**src/rtl/sinf_pkg.sv**
```systemverilog
package sinf_pkg;
    localparam int BUS_W     = 32;
    localparam int NSET_W    = 4;
    localparam int B_HANGDIS = 4;
    localparam int B_DMA     = 5;
    localparam int B_CLROVF  = 6;
    localparam int B_PORTEN  = 7;
    localparam int B_FLUSH   = 31;
    localparam int STAT_SH   = 4;

    typedef enum logic [1:0] {
        REG_CTL  = 2'd0,
        REG_CMD  = 2'd1,
        REG_DATA = 2'd2,
        REG_STAT = 2'd3
    } reg_sel_e;

    typedef struct packed {
        logic              port_en;
        logic              dma_en;
        logic              hang_dis;
        logic [NSET_W-1:0] nset;
    } ctl_t;
endpackage

```
**src/rtl/sinf_mem.sv**
```systemverilog
module sinf_mem #(
    parameter int DATA_W = 32,
    parameter int DEPTH  = 8,
    localparam int PTR_W = $clog2(DEPTH)
) (
    input  logic              clk,
    input  logic              we,
    input  logic [PTR_W-1:0]  waddr,
    input  logic [DATA_W-1:0] wdata,
    input  logic [PTR_W-1:0]  raddr,
    output logic [DATA_W-1:0] rdata
);
    logic [DATA_W-1:0] slot [DEPTH];

    for (genvar i = 0; i < DEPTH; i++) begin : g_slot
        always_ff @(posedge clk) begin
            if (we && (waddr == PTR_W'(i))) begin
                slot[i] <= wdata;
            end
        end
    end

    assign rdata = slot[raddr];
endmodule

```
**src/rtl/sinf_thresh.sv**
```systemverilog
module sinf_thresh #(
    parameter int CNT_W  = 4,
    parameter int NSET_W = 4,
    parameter int MAX_N  = 7
) (
    input  logic [CNT_W-1:0]  fill,
    input  logic [NSET_W-1:0] nset,
    output logic              irq
);
    logic n_usable;
    logic above;

    always_comb begin
        n_usable = (int'(nset) <= MAX_N);
        above    = (int'(fill) > int'(nset));
        irq      = n_usable && above;
    end
endmodule

```
**src/rtl/sin_fifo_ctrl.sv**
```systemverilog
module sin_fifo_ctrl #(
    parameter int DATA_W = 32,
    parameter int DEPTH  = 8
) (
    input  logic              clk,
    input  logic              rst_n,
    input  logic              in_valid,
    input  logic [DATA_W-1:0] in_data,
    output logic              in_ready,
    input  logic              reg_wr,
    input  logic              reg_rd,
    input  logic [1:0]        reg_addr,
    input  logic [31:0]       reg_wdata,
    output logic [31:0]       reg_rdata,
    output logic              reg_stall,
    output logic              thresh_irq,
    output logic              ovf_flag,
    output logic              dma_en_o
);
    import sinf_pkg::*;

    // DEPTH is a power of two so the pointers wrap by overflow; DATA_W <= 32.
    localparam int PTR_W = $clog2(DEPTH);
    localparam int CNT_W = $clog2(DEPTH + 1);
    localparam int MAX_N = DEPTH - 1;

    typedef struct packed {
        logic [PTR_W-1:0] rptr;
        logic [PTR_W-1:0] wptr;
        logic [CNT_W-1:0] cnt;
        logic             ovf;
        ctl_t             ctl;
    } st_t;

    st_t s_d, s_q;

    logic              ctl_wr, cmd_wr, data_rd;
    logic              empty, full;
    logic              push_try, push, pop, ovf_hit, flush;
    logic [DATA_W-1:0] head;

    // visible to the bound checker
    logic [CNT_W-1:0]  fill_lvl;
    logic [NSET_W-1:0] thr_n;
    logic              port_en, hang_dis;

    wire unused_wdata = ^{reg_wdata[30:8]};

    always_comb begin
        ctl_wr  = reg_wr && (reg_addr == REG_CTL);
        cmd_wr  = reg_wr && (reg_addr == REG_CMD);
        data_rd = reg_rd && (reg_addr == REG_DATA);
        empty   = (s_q.cnt == '0);
        full    = (s_q.cnt == CNT_W'(DEPTH));

        push_try = in_valid && s_q.ctl.port_en;
        push     = push_try && !full;
        ovf_hit  = push_try && full && s_q.ctl.hang_dis;
        pop      = data_rd && !empty;
        flush    = (ctl_wr && s_q.ctl.port_en && !reg_wdata[B_PORTEN])
                 || (cmd_wr && reg_wdata[B_FLUSH]);

        s_d = s_q;

        if (ctl_wr) begin
            s_d.ctl.port_en  = reg_wdata[B_PORTEN];
            s_d.ctl.dma_en   = reg_wdata[B_DMA];
            s_d.ctl.hang_dis = reg_wdata[B_HANGDIS];
            s_d.ctl.nset     = reg_wdata[NSET_W-1:0];
            if (reg_wdata[B_CLROVF]) begin
                s_d.ovf = 1'b0;
            end
        end
        if (ovf_hit) begin
            s_d.ovf = 1'b1;
        end

        if (flush) begin
            s_d.rptr = '0;
            s_d.wptr = '0;
            s_d.cnt  = '0;
        end else begin
            if (push) begin
                s_d.wptr = s_q.wptr + 1'b1;
            end
            if (pop) begin
                s_d.rptr = s_q.rptr + 1'b1;
            end
            if (push && !pop) begin
                s_d.cnt = s_q.cnt + 1'b1;
            end else if (pop && !push) begin
                s_d.cnt = s_q.cnt - 1'b1;
            end
        end
    end

    always_ff @(posedge clk) begin
        if (!rst_n) begin
            s_q <= '0;
        end else begin
            s_q <= s_d;
        end
    end

    sinf_mem #(
        .DATA_W (DATA_W),
        .DEPTH  (DEPTH)
    ) u_mem (
        .clk   (clk),
        .we    (push && !flush),
        .waddr (s_q.wptr),
        .wdata (in_data),
        .raddr (s_q.rptr),
        .rdata (head)
    );

    sinf_thresh #(
        .CNT_W  (CNT_W),
        .NSET_W (NSET_W),
        .MAX_N  (MAX_N)
    ) u_thr (
        .fill (s_q.cnt),
        .nset (s_q.ctl.nset),
        .irq  (thresh_irq)
    );

    always_comb begin
        reg_rdata = '0;
        if (reg_rd) begin
            unique case (reg_addr)
                REG_CTL:  reg_rdata = {24'd0, s_q.ctl.port_en, 1'b0, s_q.ctl.dma_en,
                                       s_q.ctl.hang_dis, s_q.ctl.nset};
                REG_CMD:  reg_rdata = '0;
                REG_DATA: reg_rdata = empty ? '0 : BUS_W'(head);
                REG_STAT: reg_rdata = (BUS_W'(s_q.cnt) << STAT_SH) | BUS_W'(s_q.ovf);
                default:  reg_rdata = '0;
            endcase
        end
    end

    assign reg_stall = data_rd && empty && !s_q.ctl.hang_dis;
    assign in_ready  = !(s_q.ctl.port_en && full && !s_q.ctl.hang_dis);
    assign ovf_flag  = s_q.ovf;
    assign dma_en_o  = s_q.ctl.dma_en;
    assign fill_lvl  = s_q.cnt;
    assign thr_n     = s_q.ctl.nset;
    assign port_en   = s_q.ctl.port_en;
    assign hang_dis  = s_q.ctl.hang_dis;
endmodule

```
**config.mk**
```make
export PLATFORM = sky130hd
export DESIGN_NAME = sin_fifo_ctrl
export DESIGN_NICKNAME = d
export VERILOG_FILES = /design/src/rtl/sinf_pkg.sv /design/src/rtl/sinf_mem.sv /design/src/rtl/sinf_thresh.sv /design/src/rtl/sin_fifo_ctrl.sv
export SDC_FILE = /design/constraint.sdc
export NUM_CORES = 1
export LEC_CHECK = 0
export BUFFER_PORTS_ARGS = -buffer_cell sky130_fd_sc_hd__buf_4
export CORE_ASPECT_RATIO = 1.5
export CORE_UTILIZATION = 53
export DETAILED_ROUTE_END_ITERATION = 7
export PLACE_DENSITY = 0.76
export SLEW_MARGIN = 20
export SYNTH_ARGS = -nofsm -noshare
export SYNTH_HDL_FRONTEND = slang
export SYNTH_SLANG_ARGS = --single-unit
```
**constraint.sdc**
```tcl
create_clock -name clk -period 2.45 [get_ports clk]
set_input_delay 0.49 -clock clk [delete_from_list [all_inputs] [get_ports clk]]
set_output_delay 0.49 -clock clk [all_outputs]
set_load 0.01 [all_outputs]
```
==> flow_metrics.py, run 1 <==
metrics = {
    "worst_setup_path": {
        "r2r_end": "fill_lvl[3]$_SDFFE_PP0P_",
        "critPathLaunchType": "flop",
        "worst-setup-path-type": "flop to output pin",
        "critPathSlowestCell": "mux4_2",
        "reg2reg_depth": 10,
        "r2r_start": "fill_lvl[1]$_SDFFE_PP0P_",
        "rrSetupSlack_ns": 0.09,
        "end_kind": "output pin",
        "critPathMaxStageDelay_ns": 0.52,
        "worstPathCellList": "buf_12, buf_8, mux2i_1, mux4_2, o22ai_2, buf_4",
        "path_max_fanout": 7,
        "required_ns": 1.96,
        "arrival_ns": 2.08,
    },
    "power": {
        "peakVddDrop_mv": 0.5678,
        "power.leakage_nw": 4.508,
        "total_power_mw": 9.376,
        "p_per_area_nw_per_um2": 685.7,
    },
    "grt": {
        "grt_usage_pct": 22.30,
        "grt_overflow": 0,
        "antenna_found_initial": 0,
        "grt_pass1_vias": 6272,
        "grt_pass1_wl_mm": 34.98,
        "grt_max_degree": 35,
    },
    "routing": {
        "remaining_drc_errors": 0,
        "drtPass1Iterations": 4,
        "drt-initial-drc-count": 425,
        "vias": 5948,
        "drt-vias-per-instance": 5.854,
        "wl_mm": 23.57,
        "ant_nets": 0,
        "wl_per_cell_um": 23.20,
    },
    "synth": {
        "synthFlopType": "edfxtp_1",
        "synth_warnings": 0,
        "synth_edf_count": 256,
        "ys_ff_latch": 277,
        "ys_seq_area_share_pct": 73.61,
        "syn_avg_cell_area_um2": 18.21,
        "syn_inst": 605,
        "mappedNetlistArea_um2": 11010,
        "synth_fp_nets": 691,
        "ys_top_cells_by_count": "edfxtp_1, nand2_1, mux4_2",
        "yosysMostFrequentCell": "edfxtp_1",
        "yosysTopAreaCell": "edfxtp_1",
        "synthArstFlopShare_pct": 0,
        "yosysTopAreaCellShare_pct": 69.79,
        "yosys-top-cells-area": "edfxtp_1, mux4_2, dfxtp_1",
        "yosys.cell_types.count": 43,
    },
    "worst_hold_path": {
        "hold_start": "in_data[17]",
        "worst_hold_path.endpoint": "u_mem.slot[6][17]$_DFFE_PP_",
        "hp-class": "primary input to flop",
        "hold_depth": 1,
    },
    "placed_design": {
        "gp_congestion": 0.8541,
        "portBuffers": 84,
        "placed_area_um2": 12220,
        "hpwl_mm": 12.75,
    },
    "cells_and_area": {
        "final_layout_size_suffix_gt1_share_pct": 40.03,
        "seqCellArea_um2": 8119,
        "nets": 824,
        "nFillCells": 1310,
        "diodes": 0,
        "syn_to_final_growth_pct": 24.14,
        "multiInputGateArea_um2": 2972,
        "final_area_um2": 13670,
    },
    "sta": {
        "fin_hold_ws_ns": 0.2014,
        "fin_crit_sh_pct": 105.0,
        "tightest_slew_ns": 0.4887,
        "period_minus_slack_ns": 2.573,
        "max_freq_mhz": 388.6,
        "finalSetupTns_ns": -2.204,
        "fin_ws_ns": -0.1230,
        "relSlewSlack_pct": 67.41,
        "hold_violations": 0,
        "rsz0062_at_grt": "yes",
        "finalMaxSlewViolations": 0,
        "finClkSkew_ns": 0.01234,
        "setup_viol": 32,
    },
    "clocking": {
        "htree_levels": 1,
        "path_clk_slew_ns": 0.06,
        "clockBufferDepth": 3,
        "root_buffer": "clkbuf_16",
        "cts_sinks": 277,
        "cts-buffers-inserted": 25,
        "cts_tree": "done",
        "clock_latency_ns": 0.51,
    },
    "floorplanning": {
        "die-area_um2": 21370,
        "die-width_um": 119.7,
        "ioPinCount": 108,
        "core_um2": 20420,
        "rows": 64,
        "die_h_um": 178.6,
        "start_util_pct": 53.94,
    },
    "outcome": {
        "outcome": "complete, but fails checks",
        "violations": "negative setup slack",
    },
    "job": {
        "maxCapViolations": 0,
    },
}
## routing by layer
layer | global-route usage (%) | part of all wire [%]
met2 | 40.32 | 54
met4 | 7.969 | 2.8
met5 | 0 | 0
met3 | 3.325 | 5.2
met1 | 27.10 | 38
## sequential cells by signal (all words and copies together), names as in the netlist, named ones only
signal and cells:
thr_n 4, port_en 1, ovf_flag 1, fill_lvl 4, hang_dis 1, dma_en_o 1
s_q 6, u_mem.slot 256
## critical path: cells and delay by family (launching register included)
| kind | cells | cell delay (ns) |
|---|---|---|
| DFF | 1 | 0.38 |
| muxes | 2 | 0.64 |
| AOI/OAI and AO/OA | 1 | 0.12 |
| buffers and inverters | 3 | 0.44 |
## metrics by stage
stage          util [%]  std cells  setup WS, ns
2_1_floorplan         -        605       0.01530
6_report          66.96       1016       -0.1230
3_3_place_gp      59.84        956        0.1072
5_1_grt           66.96       1016       -0.1809
4_1_cts           65.83       1009       -0.1355
3_5_place_dp      59.84        956       0.07545
## report_power, final
group	leakage (nW)	internal [mW]	switching [mW]
clock network	0.386	2.24	1.56
registers	2.47	5.17	0.0132
logic	1.65	0.193	0.195
total	4.51	7.60	1.77
## placed cells by master, fill, tap and decap left out, types with 3 or more instances in the layout
master / netlist / final
a21oi_1: 41 / 22
a21oi_2: 0 / 13
a21oi_4: 0 / 6
a22oi_1: 4 / 4
and2_1: 3 / 3
and3_2: 0 / 8
buf_12: 0 / 17
buf_16: 0 / 5
buf_4: 6 / 101
buf_6: 4 / 8
bufinv_16: 0 / 3
clkbuf_1: 9 / 5
clkbuf_16: 0 / 27
clkinv_1: 1 / 3
dfxtp_1: 21 / 16
dfxtp_2: 0 / 3
edfxtp_1: 256 / 256
ha_1: 14 / 10
ha_4: 0 / 3
inv_1: 12 / 11
mux2i_1: 26 / 26
mux4_2: 56 / 56
nand2_1: 67 / 46
nand2_2: 0 / 21
nand3_1: 14 / 13
nor2_1: 13 / 13
o2111ai_2: 0 / 5
o22ai_2: 0 / 3
## worst max path at each step
| stage | startpoint | slack (ns) | end | depth (start not counted) |
|---|---|---|---|---|
| floorplan | fill_lvl[1]$_SDFFE_PP0P_ | 0.02 | fill_lvl[3]$_SDFFE_PP0P_ | 11 |
| global placement | fill_lvl[1]$_SDFFE_PP0P_ | 0.11 | fill_lvl[3]$_SDFFE_PP0P_ | 9 |
| detailed placement | fill_lvl[1]$_SDFFE_PP0P_ | 0.08 | fill_lvl[3]$_SDFFE_PP0P_ | 9 |
| CTS | flop | -0.14 | reg_rdata[31] | 6 |
| global route | flop | -0.18 | reg_rdata[5] | 5 |
| finish | flop | -0.12 | reg_rdata[0] | 6 |
## cells by family after synthesis
group | Yosys count | synth area share (%)
flops | 277 | 73.61
simple gates | 121 | 5.101
mux | 82 | 13.81
compound gates | 63 | 3.328
buf+inv | 43 | 2.056
fa+ha+maj | 15 | 1.772
xor+xnor | 4 | 0.3181
## what timing repair did
| action | 4_1_cts | 5_1_grt |
|---|---|---|
| setup buffers | 7 | 6 |
| setup endpoints to repair | 33 | 35 |
| pin swaps | 18 | 20 |
| gates resized for setup | 55 | 42 |
| hold buffers | 0 | 0 |
| gates cloned | 5 | 2 |
## final cells by class
cell class	count	share of cell area [%]
Multi-Input combinational cell	285	21.73
Sequential cell	277	59.38
Clock buffer	32	4.914
Tap cell	264	2.416
Timing Repair Buffer	135	10.21
Inverter	14	0.4392
Clock inverter	9	0.9059
No activity file was read; power rests on OpenSTA's default activity.
==> inputs of run 2 (changes only) <==
- SKIP_CTS_REPAIR_TIMING: not set -> 1
- SLEW_MARGIN: 20 -> not set
==> flow_metrics.py, run 2 (synthesis gave the netlist of run 1 again) <==
metrics = {
    "worst_setup_path": {
        "critPathLaunchType": "flop",
        "arrival_ns": 2.12,
        "path_max_fanout": 7,
        "required_ns": 1.96,
        "end_kind": "output pin",
        "worst-setup-path-type": "flop to output pin",
    },
    "cells_and_area": {
        "largest_reg_flops": 256,
        "final_layout_size_suffix_gt1_share_pct": 40.35,
        "top_regs": "u_mem.slot: 256 flops, s_q: 6 flops",
        "final_util_pct": 66.47,
        "largest_register": "u_mem.slot",
        "diodes": 0,
        "mostFrequentLayoutCells": "edfxtp_1, buf_4, mux4_2",
        "nets": 818,
        "syn_to_final_growth_pct": 23.23,
        "layout_commonest_cell": "edfxtp_1",
    },
    "power": {
        "total_power_mw": 9.390,
        "clkPwrFrac_pct": 40.8,
        "p_per_area_nw_per_um2": 691.8,
        "seqPwrFrac_pct": 55.2,
        "swShare_pct": 19.11,
        "combPwrFrac_pct": 4.0,
        "power.leakage_nw": 4.462,
        "peakVddDrop_mv": 0.5882,
        "power.internal_mw": 7.596,
        "p_sw_mw": 1.794,
    },
    "floorplanning": {
        "core_um2": 20420,
        "ioPinCount": 108,
        "rows": 64,
        "die-width_um": 119.7,
        "die_h_um": 178.6,
        "start_util_pct": 53.94,
        "die-area_um2": 21370,
    },
    "placed_design": {
        "portBuffers": 84,
        "gp_congestion": 0.8541,
        "hpwl_mm": 12.75,
    },
    "clocking": {
        "htree_levels": 1,
        "cts_tree": "done",
        "path_clk_slew_ns": 0.07,
        "clockBufferDepth": 3,
        "cts-buffers-inserted": 25,
        "clock_latency_ns": 0.51,
        "root_buffer": "clkbuf_16",
        "cts_sinks": 277,
    },
    "sta": {
        "finalMaxSlewViolations": 0,
        "finClkSkew_ns": 0.009183,
        "rsz0062_at_grt": "yes",
        "max_freq_mhz": 383.7,
        "setup_viol": 32,
        "period_minus_slack_ns": 2.606,
        "relSlewSlack_pct": 56.88,
        "hold_violations": 0,
        "fin_crit_sh_pct": 106.4,
        "fin_ws_ns": -0.1565,
        "fin_hold_ws_ns": 0.1989,
        "tightest_slew_ns": 0.6458,
    },
    "grt": {
        "grt_pass1_vias": 6031,
        "antenna_found_initial": 0,
        "grt_util_met1_pct": 25.17,
        "grt_usage_pct": 20.85,
        "gr-usage-met2_pct": 38.27,
        "grt_overflow": 0,
        "top_usage_layer": "met2",
        "gr-usage-met3_pct": 2.973,
        "grt_max_degree": 35,
        "grt_pass1_wl_mm": 32.94,
    },
    "routing": {
        "wl_per_cell_um": 23.30,
        "drtPass1Iterations": 5,
        "vias": 5962,
        "wl_mm": 23.54,
        "drt-initial-drc-count": 491,
        "drt-vias-per-instance": 5.903,
        "ant_nets": 0,
        "remaining_drc_errors": 0,
    },
    "outcome": {
        "outcome": "complete, but fails checks",
        "violations": "negative setup slack",
    },
    "job": {
        "maxCapViolations": 0,
    },
    "worst_hold_path": {
        "hp-class": "primary input to flop",
    },
}
-- run 2: cell types whose count changed in the layout (fill, tap and decap cells not counted), moves of 2 or more --
cell	previous run	this run
a21oi_2	13	24
nand2_1	46	38
nand2_2	21	29
buf_6	8	1
a21oi_1	22	16
a21oi_4	6	1
clkbuf_16	27	32
buf_16	5	2
buf_12	17	15
ha_1	10	12
o22ai_1	0	2
o22ai_2	3	1
-- run 2: area by class of cell --
class / instances / area [um^2]
flip-flops and latches: 277 / 8118
fillers: 1310 / 6847
multi-input cells: 285 / 2939
repair buffers: 129 / 1338
clock buffers: 32 / 671.9
well taps: 264 / 330.3
clock inverters: 9 / 123.9
inverters: 14 / 52.55
-- run 2: per-layer routing --
layer | vias to the layer above | share of wire, % | wire (um)
met5 | - | 0 | 0
met4 | 0 | 2.5 | 585
met3 | 43 | 4.3 | 1007
met2 | 184 | 54 | 12610
met1 | 3088 | 40 | 9330
li1 | 2647 | - | -
-- run 2: worst paths after layout --
path	startpoint	end	slack (ns)	cells after the start
hold / removal	in_data[17]	u_mem.slot[3][17]$_DFFE_PP_	0.20	1
setup / recovery	flop	reg_rdata[5]	-0.16	5
hold reg to reg	thr_n[0]$_SDFFE_PN0P_	thr_n[0]$_SDFFE_PN0P_	0.49	2
setup reg to reg	fill_lvl[1]$_SDFFE_PP0P_	fill_lvl[3]$_SDFFE_PP0P_	0.10	9
-- run 2: critical path: stages, from the launching register on --
cell and delay [ns]:
dfxtp_4 0.43, buf_12 0.15, mux4_2 0.52, o2111ai_2 0.25
a21oi_2 0.10, buf_4 0.15
-- run 2: power by group through the flow --
stage                     registers (mW)  clock network (mW)  logic (mW)
after global placement              5.29                   0       0.302
after global routing                5.18                4.02       0.401
final                               5.19                3.83       0.374
after detailed placement            5.29                   0       0.320
after floorplan                     5.29                   0       0.148
after CTS                           5.18                3.87       0.322
-- run 2: stage by stage --
stage | worst slack (ns) | setup TNS, ns | cells | area, um^2
after CTS | -0.3750 | -10.06 | 997 | 13020
after floorplan | 0.01530 | 0 | 605 | 11020
after global routing | -0.2248 | -5.514 | 1010 | 13570
final | -0.1565 | -3.055 | 1010 | 13570
after detailed placement | 0.07545 | 0 | 956 | 12220
after global placement | 0.1072 | 0 | 956 | 12220
